<file path="config.mk">
export PLATFORM = sky130hd
export DESIGN_NAME = synth_status_mux
export DESIGN_NICKNAME = d
export VERILOG_FILES = /design/src/rtl/ssm_pkg.sv /design/src/rtl/ssm_sel_latch.sv /design/src/rtl/ssm_lock_ind.sv /design/src/rtl/ssm_pin_mux.sv /design/src/rtl/synth_status_mux.sv
export SDC_FILE = /design/constraint.sdc
export NUM_CORES = 1
export LEC_CHECK = 0
export ABC_AREA = 0
export BUFFER_PORTS_ARGS = -buffer_cell sky130_fd_sc_hd__buf_2
export CORE_AREA = 8 8 45 47
export DETAILED_ROUTE_END_ITERATION = 8
export DIE_AREA = 0 0 53 55
export HOLD_SLACK_MARGIN = 0.15
export PLACE_DENSITY = 0.57
export SETUP_SLACK_MARGIN = 0.3
export SYNTH_ARGS = -nofsm -noshare
export SYNTH_HDL_FRONTEND = slang
export SYNTH_HIERARCHICAL = 1
export SYNTH_SLANG_ARGS = --single-unit
</file>
<file path="constraint.sdc">
create_clock -name clk -period 2.7 [get_ports clk]
set_input_delay 0.27 -clock clk [delete_from_list [all_inputs] [get_ports clk]]
set_output_delay 0.27 -clock clk [all_outputs]
set_load 0.05 [all_outputs]
</file>
<file path="src/rtl/ssm_pkg.sv">
package ssm_pkg;

  localparam int unsigned SSM_FIELD_W = 2;
  localparam int unsigned SSM_CODE_W  = 2 * SSM_FIELD_W;
  localparam int unsigned SSM_LOOPS   = 2;
  localparam int unsigned SSM_IF      = 0;
  localparam int unsigned SSM_RF      = 1;

  typedef enum logic [SSM_CODE_W-1:0] {
    MX_LOW        = 4'b0000,
    MX_IF_ALOCK   = 4'b0001,
    MX_IF_REF     = 4'b0010,
    MX_IF_NDIV    = 4'b0011,
    MX_RF_ALOCK   = 4'b0100,
    MX_BOTH_ALOCK = 4'b0101,
    MX_IF_DLOCK   = 4'b0110,
    MX_HIGH       = 4'b0111,
    MX_RF_REF     = 4'b1000,
    MX_RF_NDIV    = 4'b1001,
    MX_HIZ        = 4'b1010,
    MX_IF_RST     = 4'b1011,
    MX_RF_DLOCK   = 4'b1100,
    MX_BOTH_DLOCK = 4'b1101,
    MX_RF_RST     = 4'b1110,
    MX_BOTH_RST   = 4'b1111
  } mux_code_e;

endpackage

</file>
<file path="src/rtl/ssm_sel_latch.sv">
module ssm_sel_latch #(
  parameter int unsigned FIELD_W = 2,
  localparam int unsigned CODE_W = 2 * FIELD_W
) (
  input  logic               clk,
  input  logic               rst_n,
  input  logic               rf_ld,
  input  logic [FIELD_W-1:0] rf_fld,
  input  logic               rf_gain,
  input  logic               if_ld,
  input  logic [FIELD_W-1:0] if_fld,
  output logic [CODE_W-1:0]  code,
  output logic               fastlock
);

  logic [FIELD_W-1:0] hi_q, hi_d;
  logic [FIELD_W-1:0] lo_q, lo_d;
  logic               gain_q, gain_d;

  always_comb begin
    hi_d   = hi_q;
    lo_d   = lo_q;
    gain_d = gain_q;
    if (rf_ld) begin
      hi_d   = rf_fld;
      gain_d = rf_gain;
    end
    if (if_ld) begin
      lo_d = if_fld;
    end
  end

  always_ff @(posedge clk or negedge rst_n) begin
    if (!rst_n) begin
      hi_q   <= '0;
      lo_q   <= '0;
      gain_q <= 1'b0;
    end else begin
      hi_q   <= hi_d;
      lo_q   <= lo_d;
      gain_q <= gain_d;
    end
  end

  assign code     = {hi_q, lo_q};
  assign fastlock = gain_q;

  AST_HI_HOLD: assert property (@(posedge clk) disable iff (!rst_n)
    !rf_ld |=> $stable(code[CODE_W-1:FIELD_W])) else $error("upper code bits moved");
  AST_LO_HOLD: assert property (@(posedge clk) disable iff (!rst_n)
    !if_ld |=> $stable(code[FIELD_W-1:0])) else $error("lower code bits moved");
  AST_GAIN_HOLD: assert property (@(posedge clk) disable iff (!rst_n)
    !rf_ld |=> $stable(fastlock)) else $error("gain bit moved");

endmodule

</file>
<file path="src/rtl/ssm_lock_ind.sv">
module ssm_lock_ind #(
  parameter int unsigned LOOPS = 2
) (
  input  logic [LOOPS-1:0] up,
  input  logic [LOOPS-1:0] dn,
  output logic [LOOPS-1:0] alock,
  output logic             alock_all
);

  for (genvar g = 0; g < LOOPS; g++) begin : g_loop
    assign alock[g] = ~(up[g] | dn[g]);
  end

  assign alock_all = &alock;

endmodule

</file>
<file path="src/rtl/ssm_pin_mux.sv">
module ssm_pin_mux
  import ssm_pkg::*;
#(
  parameter int unsigned LOOPS = SSM_LOOPS
) (
  input  logic [SSM_CODE_W-1:0] code,
  input  logic                  fastlock,
  input  logic [LOOPS-1:0]      alock,
  input  logic                  alock_all,
  input  logic [LOOPS-1:0]      ref_tick,
  input  logic [LOOPS-1:0]      n_tick,
  input  logic [LOOPS-1:0]      dlock,
  output logic                  pin,
  output logic                  oe,
  output logic [LOOPS-1:0]      cnt_rst
);

  mux_code_e sel;
  logic      sel_pin;
  logic      sel_oe;

  assign sel = mux_code_e'(code);

  always_comb begin
    sel_pin = 1'b0;
    sel_oe  = 1'b1;
    cnt_rst = '0;
    unique case (sel)
      MX_LOW:        sel_pin = 1'b0;
      MX_IF_ALOCK:   sel_pin = alock[SSM_IF];
      MX_IF_REF:     sel_pin = ref_tick[SSM_IF];
      MX_IF_NDIV:    sel_pin = n_tick[SSM_IF];
      MX_RF_ALOCK:   sel_pin = alock[SSM_RF];
      MX_BOTH_ALOCK: sel_pin = alock_all;
      MX_IF_DLOCK:   sel_pin = dlock[SSM_IF];
      MX_HIGH:       sel_pin = 1'b1;
      MX_RF_REF:     sel_pin = ref_tick[SSM_RF];
      MX_RF_NDIV:    sel_pin = n_tick[SSM_RF];
      MX_HIZ:        sel_oe  = 1'b0;
      MX_IF_RST:     cnt_rst[SSM_IF] = 1'b1;
      MX_RF_DLOCK:   sel_pin = dlock[SSM_RF];
      MX_BOTH_DLOCK: sel_pin = &dlock;
      MX_RF_RST:     cnt_rst[SSM_RF] = 1'b1;
      MX_BOTH_RST:   cnt_rst = '1;
      default:       sel_pin = 1'b0;
    endcase
  end

  // Fastlock sinks the pin to ground to switch the damping resistor.
  assign pin = fastlock ? 1'b0 : sel_pin;
  assign oe  = fastlock ? 1'b1 : sel_oe;

endmodule

</file>
<file path="src/rtl/synth_status_mux.sv">
module synth_status_mux
  import ssm_pkg::*;
#(
  parameter int unsigned FIELD_W = SSM_FIELD_W,
  localparam int unsigned CODE_W = 2 * FIELD_W
) (
  input  logic               clk,
  input  logic               rst_n,
  input  logic               rf_ld,
  input  logic [FIELD_W-1:0] rf_fld,
  input  logic               rf_gain,
  input  logic               if_ld,
  input  logic [FIELD_W-1:0] if_fld,
  input  logic               if_up,
  input  logic               if_dn,
  input  logic               rf_up,
  input  logic               rf_dn,
  input  logic               if_ref_tick,
  input  logic               if_n_tick,
  input  logic               rf_ref_tick,
  input  logic               rf_n_tick,
  input  logic               if_dlock,
  input  logic               rf_dlock,
  output logic               status_pin,
  output logic               status_oe,
  output logic               if_cnt_rst,
  output logic               rf_cnt_rst
);

  logic [CODE_W-1:0]    code;
  logic                 fastlock;
  logic [SSM_LOOPS-1:0] alock;
  logic                 alock_all;
  logic [SSM_LOOPS-1:0] cnt_rst;

  ssm_sel_latch #(.FIELD_W(FIELD_W)) u_latch (
    .clk      (clk),
    .rst_n    (rst_n),
    .rf_ld    (rf_ld),
    .rf_fld   (rf_fld),
    .rf_gain  (rf_gain),
    .if_ld    (if_ld),
    .if_fld   (if_fld),
    .code     (code),
    .fastlock (fastlock)
  );

  ssm_lock_ind #(.LOOPS(SSM_LOOPS)) u_lock (
    .up        ({rf_up, if_up}),
    .dn        ({rf_dn, if_dn}),
    .alock     (alock),
    .alock_all (alock_all)
  );

  ssm_pin_mux #(.LOOPS(SSM_LOOPS)) u_mux (
    .code      (code),
    .fastlock  (fastlock),
    .alock     (alock),
    .alock_all (alock_all),
    .ref_tick  ({rf_ref_tick, if_ref_tick}),
    .n_tick    ({rf_n_tick, if_n_tick}),
    .dlock     ({rf_dlock, if_dlock}),
    .pin       (status_pin),
    .oe        (status_oe),
    .cnt_rst   (cnt_rst)
  );

  assign if_cnt_rst = cnt_rst[SSM_IF];
  assign rf_cnt_rst = cnt_rst[SSM_RF];

  AST_RESET_IDLE: assert property (@(posedge clk)
    !rst_n |-> (!status_pin && status_oe && !if_cnt_rst && !rf_cnt_rst)) else $error("reset state");
  AST_FASTLOCK_SINK: assert property (@(posedge clk) disable iff (!rst_n)
    fastlock |-> (!status_pin && status_oe)) else $error("fastlock pin");
  AST_RST_PIN_LOW: assert property (@(posedge clk) disable iff (!rst_n)
    (if_cnt_rst || rf_cnt_rst) |-> !status_pin) else $error("pin high during reset request");
  AST_HIZ_OE: assert property (@(posedge clk) disable iff (!rst_n)
    (code == MX_HIZ && !fastlock) |-> !status_oe) else $error("hiz enabled");
  AST_BOTH_ALOCK: assert property (@(posedge clk) disable iff (!rst_n)
    (code == MX_BOTH_ALOCK && status_pin) |-> !(if_up || if_dn || rf_up || rf_dn))
    else $error("combined lock with pulses");
  AST_LOW_CODE: assert property (@(posedge clk) disable iff (!rst_n)
    (code == MX_LOW) |-> !status_pin) else $error("low code drove high");

endmodule

</file>
Word level (Yosys, flattened, before mapping)
Cells that the tools add are included.

cells by class
  reduce and logical (&&, ||, !) cells = 4
  multiplexer cells = 6
  equality and inequality tests = 15
  bitwise gates (word level) = 4

operators by type and width
  kind                count
  $eq 4x4->1 const B  8
  $eq 4x3->1 const B  4
  $pmux 1 s11         1
  $eq 4x2->1 const B  2
  $mux 1              5
  $eq 4x1->1 const B  1
  $reduce_and 2->1    2
  $reduce_or 2->1     2
  $not 1->1           2
  $or 1x1->1          2

word-level totals
  flip-flop bits (word level) = 5
  word-level logic and storage cells = 32
  input bits = 19

Longest topological paths before layout
  word-level depth = 5
  gate-level depth with buffers = 5
  depth with buffers taken out = 5

Hierarchy
Netlist, hierarchy kept.

by module, submodules not included
  module         sequential area each (µm²)  area an instance (µm²)  times used  cells an instance
  ssm_sel_latch  125.1                       181.4                   1           10
  ssm_pin_mux    0.0                         136.4                   1           20
  ssm_lock_ind   0.0                         20.0                    1           3

Worst setup path before layout
OpenSTA, ideal clock, no wires.

  kind = reg2out
  start = register u_latch.lo_q[1]
  end = output status_pin
  arrival = 1840 ps
  setup slack = 590 ps
  buffers on the path = 0
  stages on the path, launching flop included = 5
  data required time = 2430 ps
  cell sequence = dfrtp_1 -> and2b_1 -> a211oi_1 -> a2111o_1 -> o2bb2ai_1

between the ends
  longest elaborated chain between the ends = 3

ends and longest elaborated chain
  element                                   RTL line                text
  from (decl)                               ssm_sel_latch.sv:17     logic [FIELD_W-1:0] lo_q, lo_d;
  from (signal assigned)                    ssm_sel_latch.sv:40     lo_q <= lo_d;
  $eq 4x4->1, or another cell as far along  ssm_pin_mux.sv:28       unique case (sel)
  $pmux 1 s11 *                             ssm_pin_mux.sv:28
  $mux 1 *                                  ssm_pin_mux.sv:50       assign pin = fastlock ? 1'b0 : sel_pin;
  to (decl)                                 synth_status_mux.sv:24  output logic status_pin,

Mark *: on every way between the ends. The rest lies on a longest branch, timed or not.

Worst setup path in the final report
Same ends and word-level chain as after synthesis.

==> results.sh <==
export IMPL_status="finished, final reports clean"
export IMPL_grt_first_pass_wirelength_um=1511
export IMPL_die_y_um=55
export IMPL_start_util_pct=24.41
export IMPL_clk_pin_slew_worst_paths_ns=0.04
export IMPL_power_density_nw_per_um2=493.3
export IMPL_first_global_vias=358
export IMPL_grt_usage_pct=7.080
export IMPL_synth_yosys_seq_area_share_pct=37.04
export IMPL_setup_violations_final=0
export IMPL_timing_final_crit_share_pct=75.25
export IMPL_core_area_um2=1384
export IMPL_final_core_util_pct=36.08
export IMPL_seq_area_um2=125.1
export IMPL_die_x_um=53
export IMPL_synth_top_cell_area_share_pct=37.04
export IMPL_ys_warn_count=6
export IMPL_fillers=161
export IMPL_ys_top_cells_by_count="dfrtp_1 (5), mux2_2 (5), nor2_1 (4), a21oi_1 (3)"
export IMPL_synthTopCellsByArea="dfrtp_1 (37%), mux2_2 (17%), mux2i_1 (5.9%), a21oi_1 (4.4%), and3_2 (4.4%)"
export IMPL_synth_seq_cells=5
export IMPL_vias_per_cell=4.613
export IMPL_clock_latency_ns=0.23
export IMPL_multi_input_area_um2=207.7
export IMPL_clock_skew_ns=0
export IMPL_clock_path_buffers=2
export IMPL_max_freq_ghz=0.4922
export IMPL_antenna_found_initial=0
export IMPL_hold_viol=0
export IMPL_drt_initial_drc_count=5
export IMPL_maxSlewHeadroom_pct=80.61
export IMPL_wirelength_um=890
export IMPL_min_period_ns=2.032
export IMPL_area_delta_synth_final_pct=47.78
export IMPL_h_tree_depth=1
export IMPL_clkSinkCount=5
export IMPL_ff2ff_path_depth=1
export IMPL_synth_fp_nets=52
export IMPL_cts_tree="yes"
export IMPL_syn_inst=33
export IMPL_cts_buffers_inserted=3
export IMPL_synth_flop_cell="dfrtp_1"
export IMPL_hold_path_class="in -> reg"
export IMPL_required_ns=2.43
export IMPL_p_leak_uw=0.0002425
export IMPL_power_total_uw=246.3
export IMPL_yosys_area_top_type="dfrtp_1"
export IMPL_antenna_left=0
export IMPL_via_count=346
export IMPL_drc_errors=0
export IMPL_portBuffers=22
export IMPL_cp_start_kind="register"
export IMPL_maxCapViolCount=0
export IMPL_worstPathArrival_ns=1.76
export IMPL_vdd_ir_drop_max_mv=0.2680
export IMPL_whs_path_depth=2
export IMPL_drive_gt1_share_pct=55.93
export IMPL_nets=79
export IMPL_worst_slew_pin_slew_ns=0.2872
export IMPL_drv_slew=0
export IMPL_async_flop_share_pct=100.0
export IMPL_die_area_um2=2915
export IMPL_cp_end_kind="output port"
export IMPL_rsz0062_at_grt="no"
export IMPL_place_gp_congestion=0.6856
export IMPL_io_pins=23
export IMPL_synth_edf_count=0
export IMPL_syn_area_um2=337.8
export IMPL_overflow=0
export IMPL_finalSetupTns_ns=0
export IMPL_root_buffer="clkbuf_4"
export IMPL_path_max_fanout=9
export IMPL_grt_start_max_net_pins=10
export IMPL_synth_cell_types=17
export IMPL_crit_type="reg -> out"
export IMPL_rows=14
export IMPL_syn_area_per_cell_um2=10.24
export IMPL_wl_per_cell_um=11.87
export IMPL_n_antenna_cell=0
export IMPL_firstDrtPassIters=3
[area by class of cell]
class | instances | share of cell area, %
tap | 16 | 4.010
clock buffer | 4 | 5.263
timing repair buffer | 23 | 24.06
multi-input combinational | 27 | 41.60
sequential | 5 | 25.06
[flip-flops by register name (all words and copies together) (netlist names)]
name and flops:
u_latch/fastlock 1, u_latch/hi_q 2, u_latch/lo_q 2
[power breakdown]
group,total (uW),internal (uW),switching (uW)
registers,96.2,82.8,13.4
logic,68.2,32.8,35.3
clock network,81.9,55.6,26.3
total,246,171,75.1
[per-stage QoR]
stage                     setup slack (ns)  instance area, um2  cells  hold slack, ns
after floorplan                     0.5898               337.8     33        -0.02559
after global placement              0.8705               462.9     70         0.08744
after detailed placement            0.8663               462.9     70         0.08736
after CTS                           0.6410               499.2     75          0.2627
after global routing                0.5374               499.2     75          0.2560
final                               0.6682               499.2     75          0.2725
[worst max-delay path: stages (launching register included)]
cell and delay (ns):
dfrtp_1 0.44, and2b_1 0.24, a211oi_1 0.05, a2111o_1 0.39
o2bb2ai_1 0.14, buf_2 0.27
[timing repair]
item	CTS	global route
buffers inserted	0	0
gates resized for setup	0	0
hold endpoints to repair	5	0
hold buffers	1	0
[path summary, 6_finish.rpt]
path,start,to,slack (ns)
max,u_latch/lo_q[1],status_pin,0.67
min,rf_fld[0],u_latch/hi_q[0],0.27
max reg2reg,u_latch/lo_q[0],u_latch/lo_q[0],1.80
min reg2reg,u_latch/fastlock,u_latch/fastlock,0.59
max in group asynchronous,rst_n,u_latch/lo_q[1],2.20
min in group asynchronous,rst_n,u_latch/hi_q[1],0.37
[cells by family (layout without fill, tap and decap cells)]
kind of cell	Yosys count	count (layout)	share of synthesized area [%]
AO/OA/AOI/OAI	8	8	16.67
buffers and inverters	1	27	1.480
multiplexers	7	7	22.59
AND/OR/NAND/NOR	12	12	22.22
flip-flops	5	5	37.04
[metal layers]
| metal | global-route usage (%) | wire [um] | up-vias |
|---|---|---|---|
| met3 | 2.674 | 75 | 0 |
| met5 | 0 | 0 | - |
| met4 | 6.466 | 0 | 0 |
| li1 | - | - | 177 |
| met2 | 11.13 | 466 | 12 |
| met1 | 7.231 | 348 | 157 |
[layout by cell type, fill, tap and decap left out]
cell           count
and2b_1            1
nand3_1            1
dfrtp_1            5
and3_2             2
clkbuf_1           1
nor4_2             1
nor3_1             1
clkbuf_4           3
mux2i_1            2
o311ai_0           1
or2b_1             2
buf_2             22
a2111o_1           1
o21ai_0            1
a211oi_1           1
dlygate4sd3_1      1
nor2_1             4
a21oi_1            3
mux2_2             5
o2bb2ai_1          1
(Power assumes the default switching activity.)
